--- src/rtl/irr_pkg.sv ---
package irr_pkg;

    typedef enum logic [1:0] {
        S_IDLE  = 2'd0,
        S_RDATA = 2'd1,
        S_WACK  = 2'd2,
        S_FAULT = 2'd3
    } bus_state_t;

    localparam logic [31:0] LO_KEEP   = 32'h0001_AFFF;
    localparam logic [31:0] HI_KEEP   = 32'hFF00_0000;
    localparam logic [31:0] LO_RESET  = 32'h0001_0000;
    localparam logic [31:0] HI_RESET  = 32'h0000_0000;

    localparam int IDX_ID     = 'h00;
    localparam int IDX_VER    = 'h01;
    localparam int IDX_ARB    = 'h02;
    localparam int IDX_TABLE  = 'h10;

endpackage

--- src/rtl/irr_bus_fsm.sv ---
module irr_bus_fsm
    import irr_pkg::*;
#(
    parameter int ADDR_W = 5,
    parameter int SEL_W  = 8
) (
    input  logic              clk,
    input  logic              rst_n,
    input  logic              bus_req,
    input  logic              bus_we,
    input  logic [ADDR_W-1:0] bus_addr,
    input  logic [3:0]        bus_be,
    input  logic [31:0]       bus_wdata,
    output logic              bus_ready,
    output logic              rsp_valid,
    output logic              rsp_err,
    output logic [31:0]       rsp_rdata,
    output logic [SEL_W-1:0]  sel_idx,
    output logic              win_we,
    input  logic [31:0]       win_rdata
);

    localparam logic [ADDR_W-1:0] OFF_SEL = ADDR_W'(0);
    localparam logic [ADDR_W-1:0] OFF_WIN = ADDR_W'(16);

    bus_state_t state_q, state_d;
    logic [31:0] rdata_q;
    logic        accept, off_ok, be_ok, good;

    assign accept = (state_q == S_IDLE) && bus_req;
    assign off_ok = (bus_addr == OFF_SEL) || (bus_addr == OFF_WIN);
    assign be_ok  = (bus_be == 4'hF);
    assign good   = off_ok && be_ok;
    assign win_we = accept && good && bus_we && (bus_addr == OFF_WIN);

    // state register
    always_ff @(posedge clk) begin
        if (!rst_n) state_q <= S_IDLE;
        else        state_q <= state_d;
    end

    // next-state logic
    always_comb begin
        state_d = state_q;
        unique case (state_q)
            S_IDLE: begin
                if (accept) begin
                    if (!good)       state_d = S_FAULT;
                    else if (bus_we) state_d = S_WACK;
                    else             state_d = S_RDATA;
                end
            end
            S_RDATA: state_d = S_IDLE;
            S_WACK:  state_d = S_IDLE;
            S_FAULT: state_d = S_IDLE;
        endcase
    end

    // outputs
    always_comb begin
        bus_ready = 1'b0;
        rsp_valid = 1'b0;
        rsp_err   = 1'b0;
        rsp_rdata = 32'h0;
        unique case (state_q)
            S_IDLE:  bus_ready = 1'b1;
            S_RDATA: begin
                rsp_valid = 1'b1;
                rsp_rdata = rdata_q;
            end
            S_WACK:  rsp_valid = 1'b1;
            S_FAULT: begin
                rsp_valid = 1'b1;
                rsp_err   = 1'b1;
            end
        endcase
    end

    // select register and captured read data
    always_ff @(posedge clk) begin
        if (!rst_n) begin
            sel_idx <= '0;
            rdata_q <= 32'h0;
        end else if (accept) begin
            if (good && bus_we && bus_addr == OFF_SEL)
                sel_idx <= bus_wdata[SEL_W-1:0];
            if (good && !bus_we)
                rdata_q <= (bus_addr == OFF_SEL) ? 32'(sel_idx) : win_rdata;
            else
                rdata_q <= 32'h0;
        end
    end

    p_resp_next_r2: assert property (@(posedge clk) disable iff (!rst_n)
        accept |=> rsp_valid);
    p_ready_low_r2: assert property (@(posedge clk) disable iff (!rst_n)
        rsp_valid |-> !bus_ready);
    p_bad_offset_err_r1: assert property (@(posedge clk) disable iff (!rst_n)
        (accept && !off_ok) |=> (rsp_err && rsp_rdata == 32'h0));
    p_sel_hold_r3: assert property (@(posedge clk) disable iff (!rst_n)
        !(accept && bus_we && bus_addr == OFF_SEL) |=> $stable(sel_idx));

endmodule

--- src/rtl/irr_index_decode.sv ---
module irr_index_decode
    import irr_pkg::*;
#(
    parameter int          N_ENT    = 24,
    parameter int          SEL_W    = 8,
    parameter logic [3:0]  RESET_ID = 4'h0,
    parameter logic [7:0]  VERSION  = 8'h11
) (
    input  logic                   clk,
    input  logic                   rst_n,
    input  logic [SEL_W-1:0]       sel_idx,
    input  logic                   win_we,
    input  logic [31:0]            win_wdata,
    input  logic [N_ENT-1:0][31:0] lo_all,
    input  logic [N_ENT-1:0][31:0] hi_all,
    output logic [31:0]            win_rdata,
    output logic [N_ENT-1:0]       wr_lo,
    output logic [N_ENT-1:0]       wr_hi
);

    localparam int TBL_END = IDX_TABLE + 2 * N_ENT;
    localparam int ENT_W   = (N_ENT > 1) ? $clog2(N_ENT) : 1;
    localparam logic [7:0] MAX_ENT = 8'(N_ENT - 1);

    logic [3:0] id_q, arb_q;
    logic       in_table, upper;
    logic [ENT_W-1:0] ent;
    int         idx;

    assign idx      = int'(sel_idx);
    assign in_table = (idx >= IDX_TABLE) && (idx < TBL_END);
    assign upper    = sel_idx[0];
    assign ent      = ENT_W'((idx - IDX_TABLE) >> 1);

    always_comb begin
        win_rdata = 32'h0;
        if (idx == IDX_ID)        win_rdata = {4'h0, id_q, 24'h0};
        else if (idx == IDX_VER)  win_rdata = {8'h0, MAX_ENT, 8'h0, VERSION};
        else if (idx == IDX_ARB)  win_rdata = {4'h0, arb_q, 24'h0};
        else if (in_table)        win_rdata = upper ? hi_all[ent] : lo_all[ent];
    end

    always_comb begin
        wr_lo = '0;
        wr_hi = '0;
        if (win_we && in_table) begin
            if (upper) wr_hi[ent] = 1'b1;
            else       wr_lo[ent] = 1'b1;
        end
    end

    always_ff @(posedge clk) begin
        if (!rst_n) begin
            id_q  <= RESET_ID;
            arb_q <= RESET_ID;
        end else if (win_we) begin
            if (idx == IDX_ID)  id_q  <= win_wdata[27:24];
            if (idx == IDX_ARB) arb_q <= win_wdata[27:24];
        end
    end

    p_one_strobe_r7: assert property (@(posedge clk) disable iff (!rst_n)
        $onehot0({wr_lo, wr_hi}));
    p_id_hold_r4: assert property (@(posedge clk) disable iff (!rst_n)
        !(win_we && idx == IDX_ID) |=> $stable(id_q));
    p_arb_hold_r6: assert property (@(posedge clk) disable iff (!rst_n)
        !(win_we && idx == IDX_ARB) |=> $stable(arb_q));

endmodule

--- src/rtl/irr_redir_entry.sv ---
module irr_redir_entry
    import irr_pkg::*;
(
    input  logic        clk,
    input  logic        rst_n,
    input  logic        wr_lo,
    input  logic        wr_hi,
    input  logic [31:0] wdata,
    output logic [31:0] lo_q,
    output logic [31:0] hi_q,
    output logic [7:0]  vector,
    output logic [2:0]  mode,
    output logic        dst_logical,
    output logic        polarity,
    output logic        level,
    output logic        mask,
    output logic [7:0]  dest
);

    always_ff @(posedge clk) begin
        if (!rst_n) begin
            lo_q <= LO_RESET;
            hi_q <= HI_RESET;
        end else begin
            if (wr_lo) lo_q <= wdata & LO_KEEP;
            if (wr_hi) hi_q <= wdata & HI_KEEP;
        end
    end

    assign vector      = lo_q[7:0];
    assign mode        = lo_q[10:8];
    assign dst_logical = lo_q[11];
    assign polarity    = lo_q[13];
    assign level       = lo_q[15];
    assign mask        = lo_q[16];
    assign dest        = hi_q[31:24];

    p_lo_hold_r10: assert property (@(posedge clk) disable iff (!rst_n)
        !wr_lo |=> $stable(lo_q));
    p_hi_hold_r10: assert property (@(posedge clk) disable iff (!rst_n)
        !wr_hi |=> $stable(hi_q));

endmodule

--- src/rtl/irr_regfile.sv ---
module irr_regfile
    import irr_pkg::*;
#(
    parameter int          N_ENT    = 24,
    parameter int          ADDR_W   = 5,
    parameter logic [3:0]  RESET_ID = 4'h0,
    parameter logic [7:0]  VERSION  = 8'h11
) (
    input  logic                 clk,
    input  logic                 rst_n,
    input  logic                 bus_req,
    input  logic                 bus_we,
    input  logic [ADDR_W-1:0]    bus_addr,
    input  logic [3:0]           bus_be,
    input  logic [31:0]          bus_wdata,
    output logic                 bus_ready,
    output logic                 rsp_valid,
    output logic                 rsp_err,
    output logic [31:0]          rsp_rdata,
    output logic [N_ENT*8-1:0]   ent_vector,
    output logic [N_ENT*3-1:0]   ent_mode,
    output logic [N_ENT-1:0]     ent_dst_logical,
    output logic [N_ENT-1:0]     ent_polarity,
    output logic [N_ENT-1:0]     ent_level,
    output logic [N_ENT-1:0]     ent_mask,
    output logic [N_ENT*8-1:0]   ent_dest
);

    localparam int SEL_W = 8;

    logic [SEL_W-1:0]       sel_idx;
    logic                   win_we;
    logic [31:0]            win_rdata;
    logic [N_ENT-1:0][31:0] lo_all, hi_all;
    logic [N_ENT-1:0]       wr_lo, wr_hi;

    irr_bus_fsm #(.ADDR_W(ADDR_W), .SEL_W(SEL_W)) u_fsm (
        .clk(clk), .rst_n(rst_n),
        .bus_req(bus_req), .bus_we(bus_we), .bus_addr(bus_addr),
        .bus_be(bus_be), .bus_wdata(bus_wdata), .bus_ready(bus_ready),
        .rsp_valid(rsp_valid), .rsp_err(rsp_err), .rsp_rdata(rsp_rdata),
        .sel_idx(sel_idx), .win_we(win_we), .win_rdata(win_rdata)
    );

    irr_index_decode #(.N_ENT(N_ENT), .SEL_W(SEL_W), .RESET_ID(RESET_ID),
                       .VERSION(VERSION)) u_dec (
        .clk(clk), .rst_n(rst_n), .sel_idx(sel_idx), .win_we(win_we),
        .win_wdata(bus_wdata), .lo_all(lo_all), .hi_all(hi_all),
        .win_rdata(win_rdata), .wr_lo(wr_lo), .wr_hi(wr_hi)
    );

    for (genvar i = 0; i < N_ENT; i++) begin : g_ent
        irr_redir_entry u_ent (
            .clk(clk), .rst_n(rst_n),
            .wr_lo(wr_lo[i]), .wr_hi(wr_hi[i]), .wdata(bus_wdata),
            .lo_q(lo_all[i]), .hi_q(hi_all[i]),
            .vector(ent_vector[i*8 +: 8]),
            .mode(ent_mode[i*3 +: 3]),
            .dst_logical(ent_dst_logical[i]),
            .polarity(ent_polarity[i]),
            .level(ent_level[i]),
            .mask(ent_mask[i]),
            .dest(ent_dest[i*8 +: 8])
        );
    end

endmodule

--- config.mk ---
export PLATFORM = sky130hd
export DESIGN_NAME = irr_regfile
export DESIGN_NICKNAME = d
export VERILOG_FILES = /design/src/rtl/irr_pkg.sv /design/src/rtl/irr_bus_fsm.sv /design/src/rtl/irr_index_decode.sv /design/src/rtl/irr_redir_entry.sv /design/src/rtl/irr_regfile.sv
export SDC_FILE = /design/constraint.sdc
export NUM_CORES = 1
export LEC_CHECK = 0
export CORE_AREA = 10 10 363 365
export DETAILED_ROUTE_END_ITERATION = 8
export DIE_AREA = 0 0 373 375
export GPL_TIMING_DRIVEN = 1
export PLACE_DENSITY_LB_ADDON = 0.3
export SYNTH_ARGS = -nofsm -noshare
export SYNTH_HDL_FRONTEND = slang
export SYNTH_HIERARCHICAL = 1
export SYNTH_SLANG_ARGS = --single-unit
--- constraint.sdc ---
create_clock -name clk -period 4.3 [get_ports clk]
set_clock_uncertainty 0.1 [all_clocks]
set_input_delay 0.86 -clock clk [delete_from_list [all_inputs] [get_ports clk]]
set_output_delay 0.86 -clock clk [all_outputs]
set_load 0.05 [all_outputs]
==> results of run 1 <==
-- power breakdown --
part	leakage (nW)	switching, W	internal (W)
clock	1.25	0.00281	0.00386
combinational	10.8	0.000422	0.000305
sequential	4.85	0.00000184	0.00558
total	16.9	0.00323	0.00974
-- layout by cell type (no fill, tap or decap), types with 46 or more instances in the layout --
master	n
mux4_2	378
conb_1	984
buf_12	50
o22ai_1	46
mux2i_1	611
o21ai_0	62
buf_4	95
dfxtp_1	597
clkbuf_16	76
nor2_1	142
clkdlybuf4s50_1	611
nor2b_1	545
nand2_1	106
-- layer usage --
layer,global-route usage,vias up
li1,-,13900
met1,0.247,14900
met2,0.357,811
met3,0.0595,173
met4,0.0676,2
met5,0,-
-- how the worst max path moves through the flow --
stage                           startpoint                        to  slack [ns]  cells after the start
final                     u_fsm/state_q[0]              rsp_rdata[6]        0.49                      4
after global routing      u_fsm/state_q[0]             rsp_rdata[29]        0.39                      4
after CTS                 u_fsm/state_q[0]              rsp_rdata[6]        0.47                      4
after detailed placement       bus_addr[1]   g_ent[4].u_ent/lo_q[16]      -0.003                     11
after global placement         bus_addr[1]   g_ent[4].u_ent/lo_q[16]        0.08                     11
after floorplan                bus_addr[1]  g_ent[21].u_ent/lo_q[16]        0.67                     12
-- worst min-delay path: stages (launching register included) --
cell and delay, ns:
dfxtp_1 0.31, nand2_1 0.05, a21boi_1 0.05
-- cell families after synthesis --
kind of cell             Yosys count  share of synthesized area
AO/OA/AOI/OAI                    257                     0.0369
flip-flops                       602                      0.250
other                             24                    0.00187
multiplexers                    1022                      0.311
buffers and inverters           1844                      0.283
adder cells (fa/ha/maj)            4                    0.00104
AND/OR/NAND/NOR                  986                      0.116
-- final cells by class --
type                    count  area, um2  share of cell area
well taps                1650       2060              0.0406
flip-flops and latches    602      12100               0.237
diodes                      1       2.50           0.0000492
multi-input cells        3253      26200               0.516
clock inverters            31        395             0.00778
repair buffers            767       7900               0.155
clock buffers             104       2160              0.0424
inverters                   3       11.3            0.000222
-- flip-flops by register name, summed over array words and instances, names as in the netlist --
register          count
g_ent.u_ent/lo_q    360
u_dec/id_q            4
g_ent.u_ent/hi_q    192
u_fsm/rdata_q        32
u_dec/arb_q           4
u_fsm/sel_idx         8
u_fsm/state_q         2
-- metrics by stage --
step                area, um2  instances  hold slack [ns]  utilization
floorplan               51800       5699            0.326            -
global placement        48300       6275            0.335        0.387
detailed placement      48300       6275            0.344        0.387
CTS                     50800       6410            0.353        0.407
global route            50800       6410            0.373        0.407
finish                  50800       6411            0.350        0.407
==> impl_metrics.csv, run 1 <==
group,metric,value,unit
status,status,"complete, no violations",
clock_network,cts.path.max_buffers,3,
critical_path,end_kind,"output port",
clock_network,clk_pin_slew,0.06,ns
synthesis,synth.largest_area_cell,"dfxtp_1",
power_and_ir_drop,power.density,255,nW/um2
critical_path,worst-path-buf-inv,2,
run,maxCapViolCount,0,
synthesis,synth_area,48200,um2
worst_hold_path,min_path_cells,2,
synthesis,synth_cell_types,58,
timing,slew_headroom,0.184,
routing,wl_met1,60400,um
critical_path,ff2ff_setup_slack,0.70,ns
clock_network,tritoncts,"yes",
routing,via_count,29800,
worst_hold_path,hp-class,"reg2reg",
synthesis,synth_common_cells,"buf_4 (1590), mux2i_1 (611), dfxtp_1 (602), nor2b_1 (546), mux4_2 (378)",
clock_network,hold_buffers,0,
floorplan,io_pins,632,
global_route,grt_pass1_wl,215000,um
clock_network,cts.sinks,602,
synthesis,synth_cells,4739,
power_and_ir_drop,leakage,16.9,nW
critical_path,r2r-end,"u_fsm/rdata_q[27]",
global_route,grt-ovfl-total,0,
timing,rsz0062_at_grt,"no",
routing,wl_met2,73400,um
power_and_ir_drop,ir_drop,0.000248,V
synthesis,synth.most_common_cell,"buf_4",
synthesis,synth_area_leaders,"dfxtp_1 (25%), buf_4 (25%), mux4_2 (18%)",
global_route,grt_use_total,0.207,
floorplan,dieArea,140000,um2
synthesis,ys_warn_count,6,
synthesis,yosysSeqAreaShare,0.250,
routing,wl_per_cell,23.4,um
critical_path,slowest_delay,1.03,ns
timing,slew_violations,0,
critical_path,worstPathRequired,3.34,ns
routing,routed_wl,150000,um
global_route,grt_max_degree,202,
placed_design,gp_congestion,0.850,
timing,min_period,3.81,ns
timing,worstMarginPinSlew,1.22,ns
clock_network,htreeDepth,3,
clock_network,cts.repair.resized,0,
synthesis,synth_edf_count,0,
clock_network,numCtsBuffers,76,
synthesis,ys_ff_latch,602,
routing,drc,0,
global_route,antenna_found_initial,2,
routing,drt-initial-drc-count,1994,
clock_network,clk-insertion-delay-late,0.67,ns
floorplan,dieHeight,375,um
critical_path,slowest_stage,"clkdlybuf4s50_1",
critical_path,critical_path_class,"reg2out",
timing,finalWorstSetupSlack,0.488,ns
timing,fmax,0.262,GHz
global_route,grt_pass1_vias,29200,
timing,period_share,0.886,
synthesis,ys.flop_type,"dfxtp_1",
critical_path,cp_max_fo,32,
power_and_ir_drop,power,0.0130,W
synthesis,yosysTopAreaCellShare,0.250,
routing,drtPass1Iterations,5,
timing,finalHoldViolCount,0,
placed_design,numPortBuffers,622,
critical_path,cp_top_family,"buffers and inverters",
placed_design,hpwl,109000,um
routing,ant_nets,0,
routing,viasPerCell,4.64,
synthesis,avgSynthCellArea,10.2,um2
floorplan,initial_core_util,0.386,
placed_design,dp_slack,-0.00328,ns
finish,fill_cells,12200,
timing,finalSetupTns,0,ns
routing,top_layer,"met5",
finish,num-nets-final,4752,
timing,setup_violations,0,
floorplan,core_region_area,125000,um2
critical_path,start_kind,"flip-flop",
floorplan,num_rows,130,
synthesis,ys_async_sr_fraction,0,
critical_path,crit_chain,"nor2b_2 -> buf_4 -> and2_1 -> clkdlybuf4s50_1",
routing,wl_met3,11500,um
critical_path,reg2reg_from,"u_fsm/sel_idx[5]",
worst_hold_path,hp-start,"u_fsm/rdata_q[15]",
floorplan,die_w,373,um
worst_hold_path,min_to,"u_fsm/rdata_q[15]",
finish,layout-drive-gt1-share,0.156,
critical_path,cp.arrival,2.85,ns
finish,area_growth_syn_to_layout,5.51,%
critical_path,worst_r2r_path_depth,10,
clock_network,post_cts_buffers,0,
clock_network,root_buffer,"clkbuf_16",
Power figures use the tool's default switching activity.
==> run 2, diff against run 1 <==
--- a/config.mk
+++ b/config.mk
@@ -10,6 +10,7 @@
 export DIE_AREA = 0 0 373 375
 export GPL_TIMING_DRIVEN = 1
 export PLACE_DENSITY_LB_ADDON = 0.3
+export REMOVE_ABC_BUFFERS = 1
 export SYNTH_ARGS = -nofsm -noshare
 export SYNTH_HDL_FRONTEND = slang
 export SYNTH_HIERARCHICAL = 1
==> run 2 against run 1 <==
  * Combinational power shrank 2.9%
  * Wire length shrank 2.5%
  * Setup slack worse by 0.047 ns
  * Critical path type unchanged
  * Via count rose by 0.30%
  * Cell count is 0.12% higher
  * Non-clock buffer count increased by 21
  * Cell area shrank 0.25%
  * Core utilization shrank 0.10 points
  * Flip-flop and latch count unchanged
  * Total power is 4.7% lower
  * Hold slack got worse by 0.0031 ns
  * First-iteration DRC count up 2.2%
==> impl_metrics.csv, run 2 (synthesized netlist as in run 1, its figures left out) <==
group,metric,value,unit
clock_network,numCtsBuffers,72,
placed_design,hpwl,107000,um
status,status,"complete, no violations",
floorplan,initial_core_util,0.386,
finish,layout-drive-gt1-share,0.154,
clock_network,post_cts_buffers,0,
timing,slew_headroom,0.172,
finish,seq_area,12100,um2
routing,drt-initial-drc-count,2037,
placed_design,numPortBuffers,622,
power_and_ir_drop,power.density,244,nW/um2
finish,fill_cells,12200,
clock_network,cts.path.max_buffers,3,
critical_path,crit_chain,"nor2b_2 -> buf_4 -> and2_1 -> clkdlybuf4s50_1",
critical_path,cp.arrival,2.90,ns
placed_design,place_area,48400,um2
critical_path,slowest_delay,0.95,ns
clock_network,tritoncts,"yes",
clock_network,root_buffer,"clkbuf_16",
clock_network,cts.sinks,602,
finish,mostFrequentLayoutCell,"conb_1",
clock_network,clk-insertion-delay-late,0.69,ns
finish,area_growth_syn_to_layout,5.24,%
finish,largest_register_ffs,360,
power_and_ir_drop,ir_drop,0.000253,V
timing,finalHoldViolCount,0,
floorplan,num_rows,130,
routing,routed_wl,146000,um
critical_path,start_kind,"flip-flop",
critical_path,slowest_stage,"clkdlybuf4s50_1",
finish,multi_input_area,26200,um2
floorplan,core_region_area,125000,um2
placed_design,gp_congestion,0.827,
global_route,grt_pass1_vias,29300,
critical_path,cp_max_fo,18,
clock_network,htreeDepth,3,
global_route,antenna_found_initial,10,
clock_network,hold_buffers,0,
timing,setup_violations,0,
routing,drtPass1Iterations,8,
critical_path,worstPathRequired,3.34,ns
finish,top_register,"g_ent.u_ent/lo_q",
run,maxCapViolCount,0,
finish,largestRegisters,"g_ent.u_ent/lo_q: 360 flops, g_ent.u_ent/hi_q: 192 flops, u_fsm/rdata_q: 32 flops",
global_route,grt_max_degree,194,
critical_path,critical_path_class,"reg2out",
routing,viasPerCell,4.65,
floorplan,dieArea,140000,um2
routing,wl_per_cell,22.8,um
routing,drc,0,
global_route,grt_use_total,0.203,
timing,worstMarginPinSlew,1.24,ns
finish,design_area,50700,um2
timing,holdWs,0.346,ns
clock_network,cts.repair.resized,0,
floorplan,dieHeight,375,um
timing,slew_violations,0,
routing,via_count,29900,
power_and_ir_drop,leakage,16.9,nW
timing,fmax,0.259,GHz
finish,num-nets-final,4769,
floorplan,die_w,373,um
routing,ant_nets,0,
finish,mostFrequentLayoutCells,"conb_1 (984), clkdlybuf4s50_1 (619), mux2i_1 (611)",
floorplan,io_pins,632,
worst_hold_path,hp-class,"reg2reg",
timing,rsz0062_at_grt,"no",
critical_path,worst-path-buf-inv,2,
global_route,grt_pass1_wl,211000,um
timing,period_share,0.897,
global_route,grt-ovfl-total,0,
clock_network,clk_pin_slew,0.06,ns
critical_path,end_kind,"output port",
timing,min_period,3.86,ns
critical_path,cp_top_family,"buffers and inverters",
-- run 2: path summary, 6_finish.rpt --
check / cells after the start / slack [ns] / start / end
setup / recovery: 4 / 0.44 / u_fsm/state_q[0] / rsp_rdata[24]
hold / removal: 2 / 0.35 / u_fsm/rdata_q[28] / u_fsm/rdata_q[28]
setup reg to reg: 10 / 0.50 / u_fsm/sel_idx[5] / u_fsm/rdata_q[26]
hold reg to reg: 2 / 0.35 / u_fsm/rdata_q[28] / u_fsm/rdata_q[28]
-- run 2: metrics by stage --
stage               utilization  std cells  power (W)  worst slack (ns)  TNS (ns)
finish                    0.406       6419     0.0124             0.441         0
global route              0.406       6418     0.0128             0.183         0
CTS                       0.406       6418     0.0125             0.353         0
detailed placement        0.388       6296    0.00638             0.157         0
global placement          0.388       6296    0.00637             0.186         0
floorplan                     -       3858    0.00609            -10.98  -5785.22
-- run 2: where the power goes --
| group | leakage, nW | internal [W] | switching [W] |
|---|---|---|---|
| Clock | 1.13 | 0.00347 | 0.00261 |
| Sequential | 4.85 | 0.00558 | 0.00000171 |
| Combinational | 10.9 | 0.000310 | 0.000397 |
-- run 2: cell type report --
cell class,count,share of cell area
multi-input combinational,3253,0.518
sequential,602,0.238
timing repair buffer,788,0.158
clock buffer,103,0.0412
tap,1650,0.0407
clock inverter,19,0.00461
inverter,3,0.000222
antenna,1,0.0000494
-- run 2: routing by layer --
metal / GRT usage / wire (um) / up-vias
li1: - / - / 13900
met1: 0.245 / 60200 / 14900
met2: 0.335 / 69300 / 795
met3: 0.0568 / 10500 / 211
met4: 0.0865 / 6440 / 2
met5: 0 / 11 / -
-- run 2: tightest hold or removal path: cells and delay by family (launching register included) --
kind            cells  cell delay [ns]
flops               1             0.30
simple gates        1             0.05
compound gates      1             0.05
==> run 3, diff against run 2 <==
--- a/config.mk
+++ b/config.mk
@@ -5,9 +5,12 @@
 export SDC_FILE = /design/constraint.sdc
 export NUM_CORES = 1
 export LEC_CHECK = 0
-export CORE_AREA = 10 10 363 365
+export ABC_CLOCK_PERIOD_IN_PS = 4300
+export CELL_PAD_IN_SITES_DETAIL_PLACEMENT = 0
+export CELL_PAD_IN_SITES_GLOBAL_PLACEMENT = 1
+export CORE_AREA = 10 10 339 341
 export DETAILED_ROUTE_END_ITERATION = 8
-export DIE_AREA = 0 0 373 375
+export DIE_AREA = 0 0 349 351
 export GPL_TIMING_DRIVEN = 1
 export PLACE_DENSITY_LB_ADDON = 0.3
 export REMOVE_ABC_BUFFERS = 1
==> run 3 against run 2 <==
  * Count of clock-buffer cells in the layout fell by 1
  * Cell area fell by 0.67%
  * Die area decreased by 12%
  * Clock power grew 3.5%
  * Via count down 1.2%
==> impl_metrics.csv, run 3 (synthesized netlist as in run 1, its figures left out) <==
group,metric,value,unit
timing,finalWorstSetupSlack,0.529,ns
global_route,grt_pass1_wl,209000,um
timing,fmax,0.265,GHz
routing,routed_wl,145000,um
critical_path,worst-path-buf-inv,2,
clock_network,cts.sinks,602,
global_route,antenna_found_initial,5,
routing,ant_nets,0,
floorplan,io_pins,632,
finish,layout-drive-gt1-share,0.153,
placed_design,numPortBuffers,622,
placed_design,hpwl,105000,um
timing,slew_headroom,0.196,
critical_path,cp_max_fo,17,
floorplan,num_rows,121,
power_and_ir_drop,internal-power,0.00955,W
finish,num-nets-final,4760,
power_and_ir_drop,ir_drop,0.000262,V
clock_network,root_buffer,"clkbuf_16",
timing,rsz0062_at_grt,"no",
clock_network,tritoncts,"yes",
global_route,grt_use_total,0.230,
power_and_ir_drop,clockPowerShare,0.501,
timing,finalSetupTns,0,ns
floorplan,core_region_area,108000,um2
power_and_ir_drop,power.density,249,nW/um2
clock_network,numCtsBuffers,73,
timing,worstMarginPinSlew,1.20,ns
clock_network,hold_buffers,0,
clock_network,cts.path.max_buffers,3,
finish,design_area,50400,um2
power_and_ir_drop,switchingPower,0.00301,W
routing,wl_per_cell,23.5,um
floorplan,dieHeight,351,um
critical_path,cp.arrival,2.81,ns
power_and_ir_drop,leakage,16.9,nW
routing,drt-initial-drc-count,1822,
global_route,grt_max_degree,164,
global_route,grt_pass1_vias,29200,
floorplan,initial_core_util,0.446,
critical_path,cp_top_family,"buffers and inverters",
clock_network,cts.repair.resized,0,
routing,viasPerCell,4.78,
timing,setup_violations,0,
finish,mostFrequentLayoutCells,"conb_1 (984), clkdlybuf4s50_1 (621), mux2i_1 (611)",
routing,via_count,29500,
run,maxCapViolCount,0,
routing,drtPass1Iterations,5,
critical_path,slowest_stage,"clkdlybuf4s50_1",
power_and_ir_drop,seq_power_share,0.444,
critical_path,ff2ff_setup_slack,0.70,ns
finish,diodes,0,
global_route,grt-ovfl-total,0,
timing,min_period,3.77,ns
status,status,"complete, no violations",
finish,final_core_util,0.466,
clock_network,htreeDepth,3,
placed_design,gp_congestion,0.807,
power_and_ir_drop,power,0.0126,W
critical_path,critical_path_class,"reg2out",
placed_design,dp_slack,0.0798,ns
timing,finalHoldViolCount,0,
timing,period_share,0.877,
finish,largest_register_ffs,360,
clock_network,post_cts_buffers,0,
critical_path,end_kind,"output port",
clock_network,clk-insertion-delay-late,0.66,ns
clock_network,clk_pin_slew,0.06,ns
critical_path,start_kind,"flip-flop",
critical_path,slowest_delay,0.82,ns
finish,mostFrequentLayoutCell,"conb_1",
placed_design,place_area,47900,um2
finish,area_growth_syn_to_layout,4.53,%
timing,slew_violations,0,
floorplan,dieArea,122000,um2
critical_path,crit_chain,"nor2b_2 -> buf_4 -> and2_1 -> clkdlybuf4s50_1",
floorplan,die_w,349,um
finish,top_register,"g_ent.u_ent/lo_q",
worst_hold_path,hp-class,"reg2reg",
finish,largestRegisters,"g_ent.u_ent/lo_q: 360 flops, g_ent.u_ent/hi_q: 192 flops, u_fsm/rdata_q: 32 flops",
power_and_ir_drop,combinationalPowerShare,0.055,
routing,drc,0,
critical_path,worstPathRequired,3.34,ns
power_and_ir_drop,p_sw_frac,0.239,
## run 3: final cells by class
| cell class | count | area [um2] |
|---|---|---|
| Timing Repair Buffer | 778 | 7830 |
| Sequential cell | 602 | 12100 |
| Clock inverter | 26 | 338 |
| Tap cell | 1414 | 1770 |
| Clock buffer | 102 | 2090 |
| Inverter | 3 | 11.3 |
| Fill cell | 10500 | 57700 |
| Multi-Input combinational cell | 3253 | 26300 |
## run 3: worst paths after layout
path,from,end,depth (start not counted)
hold / removal,u_fsm/rdata_q[12],u_fsm/rdata_q[12],2
setup reg to reg,u_fsm/sel_idx[5],u_fsm/rdata_q[26],10
setup / recovery,u_fsm/state_q[0],rsp_rdata[0],4
hold reg to reg,u_fsm/rdata_q[12],u_fsm/rdata_q[12],2
## run 3: through the flow
step                      hold WS, ns  cells
after floorplan                 0.326   3858
after global placement          0.338   6050
after detailed placement        0.343   6050
after CTS                       0.349   6178
after global routing            0.366   6178
final                           0.348   6178
## run 3: power groups by stage
stage	sequential (W)	clock (W)	combinational (W)
after detailed placement	0.00570	0	0.000661
after CTS	0.00558	0.00643	0.000661
after global placement	0.00570	0	0.000661
after global routing	0.00557	0.00664	0.000772
after floorplan	0.00570	0	0.000385
final	0.00558	0.00629	0.000690
## run 3: layer usage
metal	wire [um]	GRT usage	share of wire	vias up
met1	60000	0.279	0.41	14700
met4	5070	0.0767	0.035	0
met2	69500	0.386	0.48	730
met3	10600	0.0694	0.073	180
met5	0	0	0	-
li1	-	-	-	13900
## run 3: worst min-delay path: stages (launching register included)
cell and delay [ns]:
dfxtp_1 0.30, nand2_1 0.05, a21boi_1 0.05
